===== src/rtl/divPkg.sv =====
package divPkg;
  localparam int OP_UNS_BIT  = 0;
  localparam int OP_REM_BIT  = 1;
  localparam int OP_WORD_BIT = 2;
  localparam int OP_W        = 3;

  typedef struct packed {
    logic loadQuick;
    logic loadRun;
    logic step;
    logic finish;
  } divCtrlT;

  typedef enum logic [1:0] {
    ST_IDLE = 2'd0,
    ST_RUN  = 2'd1,
    ST_FIX  = 2'd2
  } divStateT;
endpackage


===== src/rtl/divCtrl.sv =====
module divCtrl
  import divPkg::*;
#(
  parameter int XLEN = 64
) (
  input  logic    clk,
  input  logic    rstN,
  input  logic    start,
  input  logic    quickCase,
  output divCtrlT ctrl,
  output logic    busy,
  output logic    done
);
  localparam int CNT_W = $clog2(XLEN);
  localparam logic [CNT_W-1:0] LAST_STEP = CNT_W'(XLEN - 1);

  divStateT state;
  logic [CNT_W-1:0] stepCnt;
  logic doneR;
  logic accept;

  always_comb begin
    accept = start && (state == ST_IDLE);
    ctrl.loadQuick = accept && quickCase;
    ctrl.loadRun   = accept && !quickCase;
    ctrl.step      = (state == ST_RUN);
    ctrl.finish    = (state == ST_FIX);
  end

  always_ff @(posedge clk or negedge rstN) begin
    if (!rstN) begin
      state   <= ST_IDLE;
      stepCnt <= '0;
      doneR   <= 1'b0;
    end else begin
      doneR <= ctrl.loadQuick || ctrl.finish;
      unique case (state)
        ST_IDLE: begin
          if (ctrl.loadRun) begin
            state   <= ST_RUN;
            stepCnt <= '0;
          end
        end
        ST_RUN: begin
          stepCnt <= stepCnt + 1'b1;
          if (stepCnt == LAST_STEP) state <= ST_FIX;
        end
        ST_FIX:  state <= ST_IDLE;
        default: state <= ST_IDLE;
      endcase
    end
  end

  assign busy = (state != ST_IDLE);
  assign done = doneR;
endmodule


===== src/rtl/divDatapath.sv =====
module divDatapath
  import divPkg::*;
#(
  parameter int XLEN = 64,
  parameter int WLEN = 32
) (
  input  logic            clk,
  input  logic            rstN,
  input  divCtrlT         ctrl,
  input  logic [OP_W-1:0] opCode,
  input  logic [XLEN-1:0] dividend,
  input  logic [XLEN-1:0] divisor,
  output logic            quickCase,
  output logic [XLEN-1:0] result
);
  localparam int EXT_W = XLEN - WLEN;
  localparam logic [XLEN-1:0] MOST_NEG = {1'b1, {(XLEN-1){1'b0}}};

  function automatic logic [XLEN-1:0] narrowOp(input logic [XLEN-1:0] v, input logic sgn);
    return {{EXT_W{sgn & v[WLEN-1]}}, v[WLEN-1:0]};
  endfunction

  function automatic logic [XLEN-1:0] wordFix(input logic [XLEN-1:0] v, input logic isW);
    return isW ? {{EXT_W{v[WLEN-1]}}, v[WLEN-1:0]} : v;
  endfunction

  // operand preparation
  logic isUns, isRemIn, isWordIn;
  logic [XLEN-1:0] opA, opB, magA, magB;
  logic zeroDiv, ovfl;
  logic [XLEN-1:0] quickRaw;

  always_comb begin
    isUns    = opCode[OP_UNS_BIT];
    isRemIn  = opCode[OP_REM_BIT];
    isWordIn = opCode[OP_WORD_BIT];
    opA = isWordIn ? narrowOp(dividend, !isUns) : dividend;
    opB = isWordIn ? narrowOp(divisor, !isUns) : divisor;
    magA = (!isUns && opA[XLEN-1]) ? (~opA + 1'b1) : opA;
    magB = (!isUns && opB[XLEN-1]) ? (~opB + 1'b1) : opB;
    zeroDiv = (opB == '0);
    ovfl    = !isUns && !isWordIn && (opA == MOST_NEG) && (opB == '1);
    quickCase = zeroDiv || ovfl;
    if (zeroDiv) quickRaw = isRemIn ? opA : '1;
    else         quickRaw = isRemIn ? '0 : opA;
  end

  // iteration state
  logic [XLEN-1:0] quoR, remR, divR;
  logic negQ, negR, isRemR, isWordR;
  logic [XLEN:0] shifted, trial;
  logic [XLEN-1:0] qFinal, rFinal, longRaw;
  logic [XLEN-1:0] resultR;

  always_comb begin
    shifted = {remR, quoR[XLEN-1]};
    trial   = shifted - {1'b0, divR};
    qFinal  = negQ ? (~quoR + 1'b1) : quoR;
    rFinal  = negR ? (~remR + 1'b1) : remR;
    longRaw = isRemR ? rFinal : qFinal;
  end

  always_ff @(posedge clk or negedge rstN) begin
    if (!rstN) begin
      quoR    <= '0;
      remR    <= '0;
      divR    <= '0;
      negQ    <= 1'b0;
      negR    <= 1'b0;
      isRemR  <= 1'b0;
      isWordR <= 1'b0;
    end else if (ctrl.loadRun) begin
      quoR    <= magA;
      remR    <= '0;
      divR    <= magB;
      negQ    <= !isUns && (opA[XLEN-1] ^ opB[XLEN-1]);
      negR    <= !isUns && opA[XLEN-1];
      isRemR  <= isRemIn;
      isWordR <= isWordIn;
    end else if (ctrl.step) begin
      if (!trial[XLEN]) begin
        remR <= trial[XLEN-1:0];
        quoR <= {quoR[XLEN-2:0], 1'b1};
      end else begin
        remR <= shifted[XLEN-1:0];
        quoR <= {quoR[XLEN-2:0], 1'b0};
      end
    end
  end

  always_ff @(posedge clk or negedge rstN) begin
    if (!rstN)               resultR <= '0;
    else if (ctrl.loadQuick) resultR <= wordFix(quickRaw, isWordIn);
    else if (ctrl.finish)    resultR <= wordFix(longRaw, isWordR);
  end

  assign result = resultR;
endmodule


===== src/rtl/divUnit.sv =====
module divUnit
  import divPkg::*;
#(
  parameter int XLEN = 64,
  parameter int WLEN = 32
) (
  input  logic            clk,
  input  logic            rstN,
  input  logic            start,
  input  logic [2:0]      opCode,
  input  logic [XLEN-1:0] dividend,
  input  logic [XLEN-1:0] divisor,
  output logic            busy,
  output logic            done,
  output logic [XLEN-1:0] result
);
  divCtrlT ctrl;
  logic quickCase;

  divCtrl #(.XLEN(XLEN)) i_ctrl (
    .clk(clk), .rstN(rstN), .start(start), .quickCase(quickCase),
    .ctrl(ctrl), .busy(busy), .done(done)
  );

  divDatapath #(.XLEN(XLEN), .WLEN(WLEN)) i_dp (
    .clk(clk), .rstN(rstN), .ctrl(ctrl), .opCode(opCode),
    .dividend(dividend), .divisor(divisor),
    .quickCase(quickCase), .result(result)
  );
endmodule


===== config.mk =====
export PLATFORM = sky130hd
export DESIGN_NAME = divUnit
export DESIGN_NICKNAME = d
export VERILOG_FILES = /design/src/rtl/divPkg.sv /design/src/rtl/divCtrl.sv /design/src/rtl/divDatapath.sv /design/src/rtl/divUnit.sv
export SDC_FILE = /design/constraint.sdc
export NUM_CORES = 1
export LEC_CHECK = 0
export ABC_AREA = 1
export BUFFER_PORTS_ARGS = -buffer_cell sky130_fd_sc_hd__buf_4
export CAP_MARGIN = 20
export CORE_ASPECT_RATIO = 1.1
export CORE_MARGIN = 2
export CORE_UTILIZATION = 35
export DETAILED_ROUTE_END_ITERATION = 16
export PLACE_DENSITY = 0.52
export SYNTH_ARGS = -nofsm -noshare
export SYNTH_HDL_FRONTEND = slang
export SYNTH_SLANG_ARGS = --single-unit
export TNS_END_PERCENT = 10

===== constraint.sdc =====
create_clock -name clk -period 2.65 [get_ports clk]
set_clock_uncertainty 0.1 [all_clocks]
set_input_delay 0.3975 -clock clk [delete_from_list [all_inputs] [get_ports clk]]
set_output_delay 0.3975 -clock clk [all_outputs]
set_load 0.02 [all_outputs]

==> summary.md <==
| Metric | Value |
|---|---|
| Status | finished, violations left |
| Failing checks | setup timing |
| Critical path data required time | ~3 ns |
| Largest net degree at the start of global routing | 99 |
| Sequential area share after synthesis | 0.236 |
| Final hold violations | 0 |
| GPL Wtd Cong | slightly above 1 |
| Initial antenna violation count | 1 |
| Drt drc | 0 |
| First-pass GRT wire length | 202000 um |
| Starting Density | 0.355 |
| Slew Viols, Final | 0 |
| Core Rows | 109 |
| I/O Pins | 200 |
| Compound-Gate Fraction of Synth Area | 0.0926 |
| Net Count, Synth | roughly 5400 |
| Final wirelength | approximately 140000 um |
| Critical setup path kind | reg2reg |
| FMAX | 371 MHz |
| Buffers added on ports | between 150 and 200 |
| Crit-path leading delay family | simple AND/OR/NAND/NOR gates |
| FFs w/ async S/R, synth | 1.00 |
| Post-Synth Adder-Cell Area | 0.0313 |
| Crit-path max cell delay | ~0.37 ns |
| Worst Hold Class | in2reg |
| Critical path, cell by cell | inv_2 -> ha_1 -> nand2_1 -> nand2_1 -> a21oi_2 -> inv_1 -> a21oi_2 -> nand2_1 -> a21oi_4 -> nand3_4 -> nand2_8 -> buf_12 -> buf_16 -> nand2_4 -> nand3_2 -> nand2_1 |
| PwrDens | about 1400 nW/um2 |
| Core area | roughly 80000 um2 |
| Distinct cells, synth | 44 |
| Nature of the critical path endpoint | register |
| Worst slew pin tran | 0.736 ns |
| WL/cell | 19.2 um |
| CP arrival | 3.05 ns |
| GRT overflow | 0 |
| # Max-Cap Violations | 0 |
| Final setup violation count | 21 |
| CTS tree | built |
| Crit path top cell by count | nand2_1 |
| NumNets Final | between 6000 and 7000 |
| Slew headroom | 0.509 |
| Syn. warnings | 0 |
| Share of cells above drive strength 1 | 0.221 |
| Post-synth EDFFs | 0 |
| Total global-route track usage | 0.312 |
| Initial DRT Pass Iterations | 7 |
| Vias per cell | just over 5 |
| Commonest non-fill, non-tap cells in the layout | nand2_1 (1984), buf_4 (946), nand3_1 (579) |
| Post-Syn Area | between 20000 and 30000 um2 |
| Leakage power | 20.9 nW |
| Placed insts | around 7000 |
| Number of DRC markers in iteration 0 | ~3400 |
| Area delta synth->final | 37.6% |
| Multi-input combinational cell area | roughly 20000 um2 |
| Mux contribution to synthesized area | 0 |
| Worst path buffer plus inverter count | 4 |
| Setup WS post-layout | -0.0436 ns |
| Hold Slack | approximately 0.07 ns |
| Period utilisation layout | 1.02 |
| Via count | between 30000 and 40000 |
| Die height | about 300 um |
| Post-synthesis cell count | 5171 |
| Filler cells | roughly 9000 |
| Post-DP HPWL | between 100000 and 150000 um |
| Critical Path Slowest Stage Cell | dfrtp_1 |
| Final Instance Area | about 39000 um2 |
| Combinational family with the most area after synthesis | simple AND/OR/NAND/NOR gates |
| Synth Flop Type | dfrtp_1 |
| RSZ-0062 raised after global routing | yes |
| Commonest non-fill, non-tap cell in the layout | nand2_1 |
| Die width | 276 um |
| Inserted Clock Buffers | 37 |
| Via count of the first global-routing pass | roughly 34000 |
| Syn avg cell area | between 5 and 6 um2 |
| Clock root cell | clkbuf_16 |
| CTS H-tree lvls | 2 |
| Die area | 84000 um2 |
| CTS sink count | around 270 |
| Diodes inserted | 0 |
| Xor/xnor cell area share of the yosys netlist | 0.0362 |
| Max clock buf depth | 3 |
| Number of nets still failing antenna checks after routing | 0 |
| Finished Layout Cells | 7102 |
| Peak supply drop | ~0.7 mV |
| Worst-path clk slew | ~0.060 ns |
| Placed inst area | approximately 37000 um2 |
| Seq. cell area | just under 7000 um2 |
| Final Critical Period | around 2.7 ns |
| Post-Synth Simple-Gate Area | 0.493 |
| Worst-path fanout max | 5 |
| Worst-skew pair later-pin latency | 0.57 ns |
| Yosys reg bits | ~270 |
| Worst Setup Start Kind | register |
tightest hold or removal path, cell delays in order:
cell and delay, ns:
buf_4 0.10, xnor2_1 0.13, o21ai_0 0.08
final timing paths:
kind	from	end	slack [ns]	cells after the start
min in group asynchronous	rstN	i_dp.result[10]$_DFFE_PN0P_	0.30	2
hold / removal	divisor[17]	i_dp.divR[17]$_DFFE_PN0N_	0.07	3
setup / recovery	i_dp.divR[41]$_DFFE_PN0N_	i_dp.remR[53]$_DFFE_PN0P_	-0.04	16
setup reg to reg	i_dp.divR[41]$_DFFE_PN0N_	i_dp.remR[53]$_DFFE_PN0P_	-0.04	16
max in group asynchronous	rstN	i_dp.divR[15]$_DFFE_PN0N_	1.28	3
hold reg to reg	i_dp.result[1]$_DFFE_PN0P_	i_dp.result[1]$_DFFE_PN0P_	0.38	2
cell usage after synthesis (10+ instances only):
library cell	instances	area (um2)
a21oi_1	165	826
ha_1	70	876
clkbuf_1	108	405
dfrtp_1	269	6730
nor3_1	47	235
buf_4	10	75.1
o21ai_1	18	90.1
nand2_1	2061	7740
nor2_1	566	2120
inv_1	587	2200
or2_2	16	100
nand3b_1	27	203
buf_2	29	145
nand4_1	71	444
buf_6	24	270
nand3_1	612	3060
xor2_1	72	631
o22ai_1	12	75.1
o21ai_0	278	1390
buf_1	13	48.8
xnor2_1	46	403
cell families after synthesis:
group	Yosys count
adders and majority gates	71
xor gates and xnor gates	118
and+or+nand+nor	3425
AOI/OAI and AO/OA	508
buffers and inverters	780
DFF	269
where the power goes:
| group | total, W | leakage [nW] | switching (W) | internal, W |
|---|---|---|---|---|
| Combinational | 0.0405 | 17.0 | 0.0238 | 0.0166 |
| Clock | 0.00522 | 0.595 | 0.00214 | 0.00308 |
| Sequential | 0.00810 | 3.32 | 0.00217 | 0.00594 |
| Total | 0.0538 | 20.9 | 0.0281 | 0.0257 |
state kept, by name, summed over array words and instances, names as in the netlist:
name and count:
i_dp.divR 64, i_dp.quoR 64, i_dp.remR 64, i_dp.result 64, i_ctrl.stepCnt 6, i_ctrl.state 2
i_ctrl.done 1, i_dp.isRemR 1, i_dp.isWordR 1, i_dp.negQ 1, i_dp.negR 1
cell type report:
cell class,count,area share
clock inverters,16,0.00557
clock buffers,47,0.0255
repair buffers,999,0.207
flip-flops and latches,269,0.172
inverters,595,0.0570
well taps,1054,0.0335
multi-input cells,4122,0.499
repair_timing:
action,4_1_cts,5_1_grt
endpoints found under the setup margin,98,242
resized for setup,103,195
hold buffers,1,0
cloned,5,6
hold endpoints to repair,61,0
pin swaps,16,49
setup buffers,8,11
routing by layer:
layer / track usage / routed length, um / vias to the layer above
li1: - / - / 18100
met1: 0.425 / 60800 / 16900
met2: 0.514 / 62200 / 1214
met3: 0.0355 / 8600 / 186
met4: 0.103 / 5000 / 0
met5: 0 / 0 / -
metrics by stage:
step	util	worst slack, ns	total power [W]	setup TNS [ns]
after floorplan	-	-0.0322	0.0274	-1.27
after global placement	0.456	-0.700	0.0440	-122.26
after detailed placement	0.456	-0.669	0.0442	-123.88
after CTS	0.477	-0.0459	0.0514	-0.971
after global routing	0.488	-0.129	0.0579	-4.66
final	0.488	-0.0436	0.0538	-0.454
Note: power is estimated with default switching activity, not from simulation.
